**config.mk**
```make
export PLATFORM = sky130hd
export DESIGN_NAME = fpu_ctl_reg
export DESIGN_NICKNAME = d
export VERILOG_FILES = /design/src/rtl/fcu_pkg.sv /design/src/rtl/fcu_view_port.sv /design/src/rtl/fcu_state.sv /design/src/rtl/fcu_rm_resolve.sv /design/src/rtl/fpu_ctl_reg.sv
export SDC_FILE = /design/constraint.sdc
export NUM_CORES = 1
export LEC_CHECK = 0
export BUFFER_PORTS_ARGS = -buffer_cell sky130_fd_sc_hd__buf_2
export CAP_MARGIN = 20
export CORE_ASPECT_RATIO = 0.8
export CORE_MARGIN = 2
export CORE_UTILIZATION = 36
export DETAILED_ROUTE_END_ITERATION = 10
export GPL_ROUTABILITY_DRIVEN = 1
export PLACE_DENSITY = 0.95
export SYNTH_ARGS = -nofsm -noshare
export SYNTH_HDL_FRONTEND = slang
export SYNTH_SLANG_ARGS = --single-unit
```
**constraint.sdc**
```tcl
create_clock -name clk -period 1.7 [get_ports clk]
set_input_delay 0.085 -clock clk [delete_from_list [all_inputs] [get_ports clk]]
set_output_delay 0.085 -clock clk [all_outputs]
set_load 0.05 [all_outputs]
```
**src/rtl/fcu_pkg.sv**
```systemverilog
`timescale 1ns/1ps
// Shared widths, field positions and encodings for the FP control register.
package fcu_pkg;
    localparam int MODE_W  = 3;
    localparam int FLAG_W  = 5;
    localparam int IMM_W   = 5;
    localparam int FIELD_W = MODE_W + FLAG_W;
    localparam int FLAG_LO = 0;
    localparam int MODE_LO = FLAG_W;

    typedef enum logic [1:0] {
        VIEW_WORD  = 2'b00,
        VIEW_MODE  = 2'b01,
        VIEW_FLAGS = 2'b10,
        VIEW_NONE  = 2'b11
    } view_e;

    typedef enum logic [1:0] {
        OP_READ     = 2'b00,
        OP_SWAP_REG = 2'b01,
        OP_SWAP_IMM = 2'b10,
        OP_PEEK     = 2'b11
    } op_e;

    typedef enum logic [MODE_W-1:0] {
        RND_NEAR_EVEN = 3'b000,
        RND_ZERO      = 3'b001,
        RND_DOWN      = 3'b010,
        RND_UP        = 3'b011,
        RND_NEAR_MAX  = 3'b100,
        RND_RSV5      = 3'b101,
        RND_RSV6      = 3'b110,
        RND_DYNAMIC   = 3'b111
    } rnd_e;

    localparam logic [MODE_W-1:0] RND_LAST_LEGAL = RND_NEAR_MAX;
endpackage

```
**src/rtl/fcu_view_port.sv**
```systemverilog
`timescale 1ns/1ps
// Access-view decoder: selects the old value of the addressed view for read
// and forms per-field write enables and values for swaps.
// Assumes the caller samples acc_rdata combinationally in the access cycle.
module fcu_view_port
    import fcu_pkg::*;
#(
    parameter int DATA_W = 32
) (
    input  logic              acc_en,
    input  logic [1:0]        acc_view,
    input  logic [1:0]        acc_op,
    input  logic [DATA_W-1:0] acc_wdata,
    input  logic [IMM_W-1:0]  acc_imm,
    input  logic [MODE_W-1:0] cur_mode,
    input  logic [FLAG_W-1:0] cur_flags,
    output logic [DATA_W-1:0] acc_rdata,
    output logic              mode_we,
    output logic [MODE_W-1:0] mode_wval,
    output logic              flags_we,
    output logic [FLAG_W-1:0] flags_wval
);
    localparam int RSV_W = DATA_W - FIELD_W;

    logic [FIELD_W-1:0] src_low;
    logic               is_swap;
    view_e              view;
    op_e                op;

    assign view = view_e'(acc_view);
    assign op   = op_e'(acc_op);

    // Pick the swap source: low field bits of the register or the zero-extended immediate.
    always_comb begin
        src_low = '0;
        if (op == OP_SWAP_IMM) src_low[IMM_W-1:0] = acc_imm;
        else                   src_low = acc_wdata[FIELD_W-1:0];
    end

    assign is_swap = acc_en && (op == OP_SWAP_REG || op == OP_SWAP_IMM);

    // Present the pre-access value of the selected view.
    always_comb begin
        acc_rdata = '0;
        if (acc_en) begin
            unique case (view)
                VIEW_WORD:  acc_rdata = {{RSV_W{1'b0}}, cur_mode, cur_flags};
                VIEW_MODE:  acc_rdata[MODE_W-1:0] = cur_mode;
                VIEW_FLAGS: acc_rdata[FLAG_W-1:0] = cur_flags;
                default:    acc_rdata = '0;
            endcase
        end
    end

    // Form field write requests from the addressed view.
    always_comb begin
        mode_we    = 1'b0;
        flags_we   = 1'b0;
        mode_wval  = '0;
        flags_wval = '0;
        if (is_swap) begin
            unique case (view)
                VIEW_WORD: begin
                    mode_we    = 1'b1;
                    flags_we   = 1'b1;
                    mode_wval  = src_low[MODE_LO +: MODE_W];
                    flags_wval = src_low[FLAG_LO +: FLAG_W];
                end
                VIEW_MODE: begin
                    mode_we   = 1'b1;
                    mode_wval = src_low[MODE_W-1:0];
                end
                VIEW_FLAGS: begin
                    flags_we   = 1'b1;
                    flags_wval = src_low[FLAG_W-1:0];
                end
                default: ;
            endcase
        end
    end
endmodule

```
**src/rtl/fcu_state.sv**
```systemverilog
`timescale 1ns/1ps
// Storage for the rounding mode and the sticky flags. A software write of a
// field overrides any accrual into that field in the same cycle.
// Assumes synchronous active-low reset.
module fcu_state
    import fcu_pkg::*;
(
    input  logic              clk,
    input  logic              rst_n,
    input  logic              mode_we,
    input  logic [MODE_W-1:0] mode_wval,
    input  logic              flags_we,
    input  logic [FLAG_W-1:0] flags_wval,
    input  logic              flag_valid,
    input  logic [FLAG_W-1:0] flag_in,
    output logic [MODE_W-1:0] mode_q,
    output logic [FLAG_W-1:0] flags_q
);
    // Hold the dynamic rounding mode.
    always_ff @(posedge clk) begin
        if (!rst_n)       mode_q <= RND_NEAR_EVEN;
        else if (mode_we) mode_q <= mode_wval;
    end

    // One sticky cell per exception flag.
    for (genvar i = 0; i < FLAG_W; i++) begin : g_flag
        always_ff @(posedge clk) begin
            if (!rst_n)                        flags_q[i] <= 1'b0;
            else if (flags_we)                 flags_q[i] <= flags_wval[i];
            else if (flag_valid && flag_in[i]) flags_q[i] <= 1'b1;
        end
    end
endmodule

```
**src/rtl/fcu_rm_resolve.sv**
```systemverilog
`timescale 1ns/1ps
// Resolves an instruction rounding field against the stored dynamic mode and
// marks reserved results as illegal for rounding instructions.
// Uses the stored mode before any write in the same cycle.
module fcu_rm_resolve
    import fcu_pkg::*;
(
    input  logic [MODE_W-1:0] ins_rm,
    input  logic              ins_uses_rm,
    input  logic [MODE_W-1:0] dyn_mode,
    output logic [MODE_W-1:0] eff_rm,
    output logic              rm_illegal
);
    // Substitute the dynamic mode when the instruction asks for it.
    always_comb begin
        eff_rm = (ins_rm == RND_DYNAMIC) ? dyn_mode : ins_rm;
    end

    // Reject any reserved effective code on instructions that round.
    always_comb begin
        rm_illegal = ins_uses_rm && (eff_rm > RND_LAST_LEGAL);
    end
endmodule

```
**src/rtl/fpu_ctl_reg.sv**
```systemverilog
`timescale 1ns/1ps
// Top of the floating-point control register: access views, flag accrual
// and rounding-mode resolution. Assumes one access per cycle.
module fpu_ctl_reg
    import fcu_pkg::*;
#(
    parameter int DATA_W = 32
) (
    input  logic              clk,
    input  logic              rst_n,
    input  logic              acc_en,
    input  logic [1:0]        acc_view,
    input  logic [1:0]        acc_op,
    input  logic [DATA_W-1:0] acc_wdata,
    input  logic [IMM_W-1:0]  acc_imm,
    output logic [DATA_W-1:0] acc_rdata,
    input  logic              flag_valid,
    input  logic [FLAG_W-1:0] flag_in,
    input  logic [MODE_W-1:0] ins_rm,
    input  logic              ins_uses_rm,
    output logic [MODE_W-1:0] eff_rm,
    output logic              rm_illegal
);
    logic [MODE_W-1:0] mode_q;
    logic [FLAG_W-1:0] flags_q;
    logic              mode_we;
    logic              flags_we;
    logic [MODE_W-1:0] mode_wval;
    logic [FLAG_W-1:0] flags_wval;

    fcu_view_port #(.DATA_W(DATA_W)) u_view (
        .acc_en     (acc_en),
        .acc_view   (acc_view),
        .acc_op     (acc_op),
        .acc_wdata  (acc_wdata),
        .acc_imm    (acc_imm),
        .cur_mode   (mode_q),
        .cur_flags  (flags_q),
        .acc_rdata  (acc_rdata),
        .mode_we    (mode_we),
        .mode_wval  (mode_wval),
        .flags_we   (flags_we),
        .flags_wval (flags_wval)
    );

    fcu_state u_state (
        .clk        (clk),
        .rst_n      (rst_n),
        .mode_we    (mode_we),
        .mode_wval  (mode_wval),
        .flags_we   (flags_we),
        .flags_wval (flags_wval),
        .flag_valid (flag_valid),
        .flag_in    (flag_in),
        .mode_q     (mode_q),
        .flags_q    (flags_q)
    );

    fcu_rm_resolve u_rm (
        .ins_rm      (ins_rm),
        .ins_uses_rm (ins_uses_rm),
        .dyn_mode    (mode_q),
        .eff_rm      (eff_rm),
        .rm_illegal  (rm_illegal)
    );
endmodule

```
==> flow_metrics.tcl, run 1 <==
set metrics [dict create \
    status "finished clean" \
    yosysWarnings 0 \
    cts_tree "yes" \
    cts_made_buffers 3 \
    cts-hold-fix-buffers 0 \
    antenna_found_initial 0 \
    hp-start "rst_n" \
    crit_fanout 4 \
    final_cell_mix "buf_2, conb_1, dfxtp_1" \
    finalHoldViolations 0 \
    start_util 0.375 \
    hpwl_um 1410 \
    boundaryPins 90 \
    first_pass_iters 4 \
    drive_above_1_share 0.363 \
    cts_setup_buffers 0 \
    reg2reg_to "u_state.flags_q[4]$_SDFFE_PN0P_" \
    leakage_nw 0.523 \
    via_per_inst 4.51 \
    row_count 15 \
    gr-total-overflow 0 \
    cts-root-buf "clkbuf_4" \
    grt_max_degree 12 \
    yosys_register_bits 8 \
    track_usage 0.135 \
    wire_per_inst_um 10.2 \
    start_kind "flop" \
    die_w_um 56.6 \
    drv_slew 0 \
    whs_path_depth 2 \
    cp_slowest_stage_delay_ns 0.34 \
    drtIter0Drc 21 \
    clk_latency_ns 0.25 \
    critical_path_arrival_ns 1.20 \
    cap_violations 0 \
    r2r-start "u_state.flags_q[4]$_SDFFE_PN0P_" \
    dieHeight_um 46.1 \
    final_common_cell "buf_2" \
    area_growth_pct 17.9 \
    core_um2 2120 \
    cts_buffer_depth 2 \
    wl_um 1630 \
    portBuffers 41 \
    worst_ir_drop_vdd_mv 0.290 \
    synth_xor_area_frac 0 \
    critical_path_required_ns 1.62 \
    fin_nets 192 \
    grt_pass1_wl_um 2630 \
    netlist_area_um2 796 \
    fmax_mhz 776 \
    place_inst 157 \
    gp_congestion 0.724 \
    post_cts_resized 0 \
    syn_inst 94 \
    path_class "reg2out" \
    p_per_area_nw_per_um2 704 \
    rr_worst_depth 2 \
    htreeDepth 1 \
    hold_end "u_state.flags_q[0]$_SDFFE_PN0P_" \
    synth_mux_area_frac 0.0755 \
    slowest_stage "dfxtp_1" \
    synth_fa_ha_area_frac 0.0157 \
    synthSimpleGateAreaFrac 0.217 \
    first_global_vias 614 \
    fin_crit_ns 1.29 \
    cp-end-kind "output pin" \
    path_cells "o21a_1 > o211a_1 > buf_2" \
    vias 721 \
    path_clk_slew_ns 0.05 \
    rsz0062_at_grt "no" \
    worst-path-buf-inv 1 \
    ys_seq_area_frac 0.201 \
    diodes 0 \
    skew_ns 0 \
    tns_ns 0 \
    critPathTopFamily "compound AO/OA/AOI/OAI gates" \
    syn_avg_cell_area_um2 8.47 \
    clock-sinks 8 \
    synth_top_family_by_area "buffers and inverters" \
    finalSetupViolCount 0 \
    period_share 0.758 \
    min_path_type "in2reg" \
    synth.distinct_cells 27 \
    synth-compound-area-share 0.217 \
    post-route-drc-count 0 \
    die-area_um2 2600 \
    final_cells 160 \
    regToRegSetupSlack_ns 0.90 \
    ant_nets 0 \
]
-- final cells by class --
class,instances,area [µm²]
inverter,3,11.3
timing repair buffer,41,205
fill,214,1180
multi-input combinational,80,508
sequential,8,160
tap,25,31.3
clock buffer,3,22.5
-- stage by stage --
stage / util / setup slack, ns / hold slack (ns) / area (µm²) / power [mW]
3_3_place_gp: 0.432 / 0.393 / 0.381 / 916 / 0.517
2_1_floorplan: - / 0.341 / 0.216 / 882 / 0.501
3_5_place_dp: 0.432 / 0.344 / 0.382 / 916 / 0.520
6_report: 0.442 / 0.412 / 0.115 / 938 / 0.661
4_1_cts: 0.442 / 0.405 / 0.117 / 938 / 0.661
5_1_grt: 0.442 / 0.348 / 0.136 / 938 / 0.695
-- routing by layer --
| layer | track usage | wire [µm] | up-vias |
|---|---|---|---|
| met1 | 0.167 | 710 | 312 |
| met2 | 0.216 | 720 | 42 |
| met5 | 0 | 0 | - |
| met3 | 0.0140 | 147 | 5 |
| met4 | 0.114 | 51 | 0 |
| li1 | - | - | 362 |
-- worst reg2reg max path, cell delays in order (launching register included) --
cell and delay [ns]:
dfxtp_1 0.30, a211o_1 0.22, and3_1 0.17
-- how the worst max path moves through the flow --
stage,from,endpoint,slack [ns],cells past startpoint
6_report,u_state.mode_q[0]$_SDFFE_PN0P_,rm_illegal,0.41,3
3_5_place_dp,acc_op[0],u_state.flags_q[1]$_SDFFE_PN0P_,0.34,5
4_1_cts,u_state.mode_q[0]$_SDFFE_PN0P_,rm_illegal,0.40,3
5_1_grt,u_state.mode_q[0]$_SDFFE_PN0P_,acc_rdata[0],0.35,3
3_3_place_gp,acc_op[0],u_state.flags_q[1]$_SDFFE_PN0P_,0.39,5
2_1_floorplan,u_state.mode_q[0]$_SDFFE_PN0P_,rm_illegal,0.34,2
-- cell usage after synthesis --
| master | count | area, µm² |
|---|---|---|
| ha_1 | 1 | 12.5 |
| o311a_1 | 2 | 20.0 |
| a22oi_1 | 2 | 15.0 |
| buf_6 | 2 | 22.5 |
| a211o_1 | 5 | 43.8 |
| o21a_1 | 3 | 22.5 |
| and3_1 | 3 | 18.8 |
| nand2b_1 | 5 | 31.3 |
| nor3_2 | 1 | 10.0 |
| o211a_1 | 1 | 10.0 |
| a2bb2oi_1 | 1 | 8.76 |
| a21boi_1 | 3 | 22.5 |
| nor3b_2 | 1 | 12.5 |
| dfxtp_1 | 8 | 160 |
| nand2_1 | 6 | 22.5 |
| mux2_4 | 2 | 30.0 |
| nand3b_1 | 3 | 22.5 |
| conb_1 | 1 | 3.75 |
| a21oi_1 | 3 | 15.0 |
| o21ai_0 | 3 | 15.0 |
| mux2i_1 | 3 | 30.0 |
| and2_1 | 3 | 18.8 |
| inv_1 | 3 | 11.3 |
| nor2_1 | 3 | 11.3 |
| buf_4 | 24 | 180 |
| nor3b_4 | 1 | 18.8 |
| nor2b_1 | 1 | 6.26 |
-- registers in the layout, summed over array words and instances (netlist names) --
register	count
u_state.mode_q	3
u_state.flags_q	5
-- where the power goes --
group	switching, mW	internal [mW]
combinational	0.221	0.0821
clock	0.0637	0.0807
sequential	0.00994	0.203
total	0.295	0.366
-- kinds of logic (layout without fill, tap and decap cells) --
kind of cell	Yosys count	in the layout
adders and majority gates	1	1
AOI/OAI and AO/OA	23	23
and+or+nand+nor	27	27
buffers and inverters	29	47
muxes	5	5
DFF	8	8
other	1	24
No activity file was read; power rests on OpenSTA's default activity.
==> inputs of run 2 (changes only) <==
--- a/config.mk
+++ b/config.mk
@@ -5,14 +5,15 @@
 export SDC_FILE = /design/constraint.sdc
 export NUM_CORES = 1
 export LEC_CHECK = 0
+export ABC_AREA = 1
 export BUFFER_PORTS_ARGS = -buffer_cell sky130_fd_sc_hd__buf_2
 export CAP_MARGIN = 20
 export CORE_ASPECT_RATIO = 0.8
 export CORE_MARGIN = 2
-export CORE_UTILIZATION = 36
+export CORE_UTILIZATION = 30
 export DETAILED_ROUTE_END_ITERATION = 10
 export GPL_ROUTABILITY_DRIVEN = 1
-export PLACE_DENSITY = 0.95
+export PLACE_DENSITY = 0.85
 export SYNTH_ARGS = -nofsm -noshare
 export SYNTH_HDL_FRONTEND = slang
 export SYNTH_SLANG_ARGS = --single-unit
==> constraint.sdc (replaced) <==
create_clock -name clk -period 1.1 [get_ports clk]
set_input_delay 0.055 -clock clk [delete_from_list [all_inputs] [get_ports clk]]
set_output_delay 0.055 -clock clk [all_outputs]
set_load 0.05 [all_outputs]
==> run 2 against run 1 <==
Compared with the run above: the flow now finishes with violations (setup timing); clock skew unchanged; clock power is 58% higher; clock-buffer cell count is the same; register-to-register slack worse by 0.58 ns; combinational power up 75%; first-iteration DRC count unchanged; sequential power increased by 55%; sequential share of layout area fell by 2.3 points; die area up 20%; critical path depth up 1; global-route usage is 0.98 points lower; critical path type unchanged; critical endpoint unchanged; highest routed layer unchanged.
==> flow_metrics.tcl, run 2 <==
set metrics [dict create \
    cts_made_buffers 3 \
    cts_buffer_depth 2 \
    seqPwrFrac 0.304 \
    clk_latency_ns 0.25 \
    final_cells 217 \
    drtIter0Drc 21 \
    path_class "reg2out" \
    grt_max_degree 11 \
    synth_enable_flop_cells 0 \
    drive_above_1_share 0.392 \
    wire_per_inst_um 9.53 \
    fin_crit_ns 1.15 \
    internal_power_mw 0.577 \
    largestRegisters "u_state.flags_q: 5 flops, u_state.mode_q: 3 flops" \
    gp_congestion 0.829 \
    netlist_area_um2 811 \
    synth.distinct_cells 18 \
    post-route-drc-count 0 \
    track_usage 0.125 \
    diodes 0 \
    path_clk_slew_ns 0.05 \
    crit_fanout 3 \
    p_total_mw 1.09 \
    cts_tree "yes" \
    die_w_um 62.1 \
    yosys_register_bits 8 \
    syn_inst 137 \
    p_per_area_nw_per_um2 982 \
    wl_um 2070 \
    boundaryPins 90 \
    ys_top_cells_by_area "buf_4, dfxtp_1, nand2_1" \
    ys_seq_area_frac 0.198 \
    cp-end-kind "output pin" \
    core_um2 2500 \
    worst_ir_drop_vdd_mv 0.267 \
    portBuffers 41 \
    die-area_um2 3140 \
    switching_share 0.470 \
    wl_met3_um 156 \
    fmax_mhz 866 \
    layout_setup_ws_ns -0.0546 \
    final_common_cell "nand2_1" \
    fin_nets 238 \
    gr-total-overflow 0 \
    ys_async_sr_fraction 0 \
    yosysWarnings 0 \
    dieHeight_um 50.5 \
    place_inst 213 \
    clock-sinks 8 \
    cts-hold-fix-buffers 0 \
    first_pass_iters 4 \
    row_count 16 \
    status "finished, violations left" \
    start_util 0.324 \
    grt_pass1_wl_um 3080 \
    start_kind "flop" \
    skew_ns 0 \
    leakage_nw 0.628 \
    critical_path_arrival_ns 1.10 \
    fin_hold_ws_ns 0.0802 \
    via_per_inst 3.97 \
    cts-root-buf "clkbuf_4" \
    antenna_found_initial 0 \
    post-place-ws_ns -0.0439 \
    cap_violations 0 \
    pwr-share-comb 0.486 \
    highest_layer "met4" \
    power.switching_mw 0.511 \
    area_growth_pct 36.6 \
    finalHoldViolations 0 \
    finalSetupViolCount 1 \
    final_cell_mix "nand2_1, buf_2, conb_1" \
    period_share 1.05 \
    yosysTopAreaCell "buf_4" \
    vias 862 \
    ant_nets 0 \
    drv_slew 0 \
    p_clk_frac 0.210 \
    synth_top_area_frac 0.231 \
    yosysMostFrequentCell "nand2_1" \
    min_path_type "in2reg" \
    htreeDepth 1 \
    tns_ns -0.0546 \
    critical_path_required_ns 1.04 \
    met1Wirelength_um 948 \
    syn_avg_cell_area_um2 5.92 \
    synth_top_cells_by_count "nand2_1, buf_4, nor2_1" \
    ys.flop_type "dfxtp_1" \
    max_flop_register "u_state.flags_q" \
    rsz0062_at_grt "yes" \
    hpwl_um 1640 \
    regToRegSetupSlack_ns 0.32 \
    wl_met2_um 918 \
    violations "setup timing" \
    first_global_vias 726 \
    largest_reg_flops 5 \
]
-- run 2: critical path: stages, from the launching register on --
cell and delay, ns:
dfxtp_2 0.34, nand3b_1 0.13, nand2_2 0.06, a21oi_2 0.14, buf_6 0.17
-- run 2: worst paths after layout --
| check | start | end | depth (start not counted) |
|---|---|---|---|
| worst max register to register | u_state.mode_q[1]$_SDFFE_PN0P_ | u_state.mode_q[1]$_SDFFE_PN0P_ | 3 |
| worst min register to register | u_state.mode_q[0]$_SDFFE_PN0P_ | u_state.mode_q[0]$_SDFFE_PN0P_ | 4 |
| worst min-delay path | rst_n | u_state.flags_q[0]$_SDFFE_PN0P_ | 3 |
| worst max-delay path | u_state.mode_q[1]$_SDFFE_PN0P_ | rm_illegal | 4 |
-- run 2: final cells by class --
type | count | area (µm²)
repair buffers | 43 | 278
well taps | 36 | 45.0
fillers | 283 | 1400
flip-flops and latches | 8 | 164
multi-input cells | 111 | 536
inverters | 16 | 62.6
clock buffers | 3 | 22.5
-- run 2: what timing repair did --
item | in CTS | in global routing
pin swaps | 0 | 3
buffers inserted | 0 | 1
resized for setup | 15 | 19
endpoints found under the setup margin | 10 | 10
-- run 2: stage by stage --
stage | area (µm²) | utilization
floorplan | 913 | -
global placement | 983 | 0.393
detailed placement | 983 | 0.393
CTS | 1040 | 0.417
global route | 1110 | 0.443
finish | 1110 | 0.443
-- run 2: kinds of logic after synthesis --
| group | after synthesis | synth area share |
|---|---|---|
| AO/OA/AOI/OAI | 13 | 0.0802 |
| adder cells (fa/ha/maj) | 1 | 0.0154 |
| buffers and inverters | 41 | 0.306 |
| flip-flops | 8 | 0.198 |
| other | 1 | 0.00463 |
| AND/OR/NAND/NOR | 73 | 0.397 |
-- run 2: power by group through the flow --
stage	sequential (mW)	clock [mW]	combinational, mW
after floorplan	0.329	0	0.451
after global placement	0.332	0	0.484
after detailed placement	0.333	0	0.487
after CTS	0.329	0.231	0.504
after global routing	0.333	0.244	0.568
final	0.331	0.228	0.529
-- run 2: per-layer routing --
metal / up-vias / track usage
li1: 463 / -
met1: 349 / 0.168
met2: 46 / 0.178
met3: 4 / 0.0269
met4: 0 / 0.0889
met5: - / 0
==> inputs of run 3 (changes only) <==
--- a/config.mk
+++ b/config.mk
@@ -14,6 +14,7 @@
 export DETAILED_ROUTE_END_ITERATION = 10
 export GPL_ROUTABILITY_DRIVEN = 1
 export PLACE_DENSITY = 0.85
+export SETUP_SLACK_MARGIN = 0.5
 export SYNTH_ARGS = -nofsm -noshare
 export SYNTH_HDL_FRONTEND = slang
 export SYNTH_SLANG_ARGS = --single-unit
==> run 3 against run 2 <==
Compared with the run above: the run still ends with setup timing left; clock power about the same; via count up 12%; worst hold slack worse by 0.0027 ns; register-to-register slack worse by 0.09 ns; critical path depth unchanged; largest cell class unchanged; highest routed layer unchanged.
==> flow_metrics.tcl, run 3 (synthesis gave the netlist of run 2 again) <==
set metrics [dict create \
    finalSetupViolCount 6 \
    boundaryPins 90 \
    worst_ir_drop_vdd_mv 0.299 \
    cts_made_buffers 3 \
    fillers 227 \
    drtIter0Drc 29 \
    layout_setup_ws_ns -0.0760 \
    first_global_vias 855 \
    place_inst 214 \
    clock-sinks 8 \
    leakage_nw 0.727 \
    cp-end-kind "output pin" \
    critical_path_arrival_ns 1.12 \
    post-place-ws_ns 0.107 \
    status "finished, violations left" \
    diodes 0 \
    via_per_inst 4.29 \
    fin_crit_ns 1.18 \
    ant_nets 0 \
    crit_fanout 3 \
    track_usage 0.143 \
    final_cell_mix "nand2_1, buf_2, conb_1" \
    vias 969 \
    path_clk_slew_ns 0.05 \
    area_growth_pct 73.9 \
    core_um2 2500 \
    p_per_area_nw_per_um2 878 \
    cts_buffer_depth 2 \
    fin_nets 247 \
    hpwl_um 1690 \
    finalHoldViolations 0 \
    max_flop_register "u_state.flags_q" \
    largestRegisters "u_state.flags_q: 5 flops, u_state.mode_q: 3 flops" \
    largest_reg_flops 5 \
    drive_above_1_share 0.584 \
    start_util 0.324 \
    cts_tree "yes" \
    post-route-drc-count 0 \
    period_share 1.07 \
    critical_path_required_ns 1.04 \
    rsz0062_at_grt "yes" \
    antenna_found_initial 0 \
    portBuffers 41 \
    die_w_um 62.1 \
    grt_max_degree 11 \
    wl_um 2430 \
    cts-root-buf "clkbuf_4" \
    row_count 16 \
    dieHeight_um 50.5 \
    drv_slew 0 \
    clk_latency_ns 0.25 \
    min_path_type "in2reg" \
    violations "setup timing" \
    first_pass_iters 4 \
    die-area_um2 3140 \
    path_class "reg2out" \
    start_kind "flop" \
    fmax_mhz 850 \
    gr-total-overflow 0 \
    final_util 0.564 \
    wire_per_inst_um 10.7 \
    tns_ns -0.198 \
    skew_ns 0 \
    final_cells 226 \
    cap_violations 0 \
    htreeDepth 1 \
    grt_pass1_wl_um 3510 \
    gp_congestion 0.819 \
]
## run 3: final cells by class
type                    instances  area, µm²  area share
well taps                      36       45.0      0.0319
flip-flops and latches          8        173       0.122
repair buffers                 52        414       0.294
multi-input cells             111        688       0.488
inverters                      16       67.6      0.0479
clock buffers                   3       22.5      0.0160
## run 3: worst max-delay path, stage by stage, from the launching register on
cell,delay (ns)
dfxtp_4,0.35
nand3b_1,0.13
nand2_2,0.09
a21oi_4,0.13
buf_6,0.17
## run 3: report_power, final
part | leakage, nW | switching, mW | internal [mW] | total [mW]
clock network | 0.0138 | 0.101 | 0.125 | 0.226
registers | 0.0691 | 0.0203 | 0.318 | 0.339
logic | 0.644 | 0.458 | 0.215 | 0.673
## run 3: path summary, 6_finish.rpt
check,startpoint,end,slack [ns],cells past startpoint
setup / recovery,u_state.mode_q[1]$_SDFFE_PN0P_,rm_illegal,-0.08,4
hold / removal,rst_n,u_state.flags_q[4]$_SDFFE_PN0P_,0.08,3
setup reg to reg,u_state.mode_q[0]$_SDFFE_PN0P_,u_state.mode_q[0]$_SDFFE_PN0P_,0.23,6
hold reg to reg,u_state.mode_q[1]$_SDFFE_PN0P_,u_state.mode_q[1]$_SDFFE_PN0P_,0.57,2
## run 3: per-layer routing
| metal | part of all wire | up-vias | global-route usage |
|---|---|---|---|
| li1 | - | 483 | - |
| met1 | 0.44 | 421 | 0.180 |
| met2 | 0.44 | 55 | 0.230 |
| met3 | 0.082 | 10 | 0.0179 |
| met4 | 0.031 | 0 | 0.100 |
| met5 | 0 | - | 0 |
## run 3: what timing repair did
item,4_1_cts,5_1_grt
buffers inserted,4,5
setup endpoints to repair,20,20
pin swaps,13,7
hold buffers,0,0
gates resized for setup,52,10
## run 3: through the flow
| step | hold WS (ns) | power (mW) | area [µm²] |
|---|---|---|---|
| after floorplan | 0.169 | 0.834 | 1050 |
| after global placement | 0.344 | 0.881 | 1130 |
| after detailed placement | 0.351 | 0.887 | 1130 |
| after CTS | 0.0740 | 1.20 | 1340 |
| after global routing | 0.0992 | 1.29 | 1410 |
| final | 0.0775 | 1.24 | 1410 |
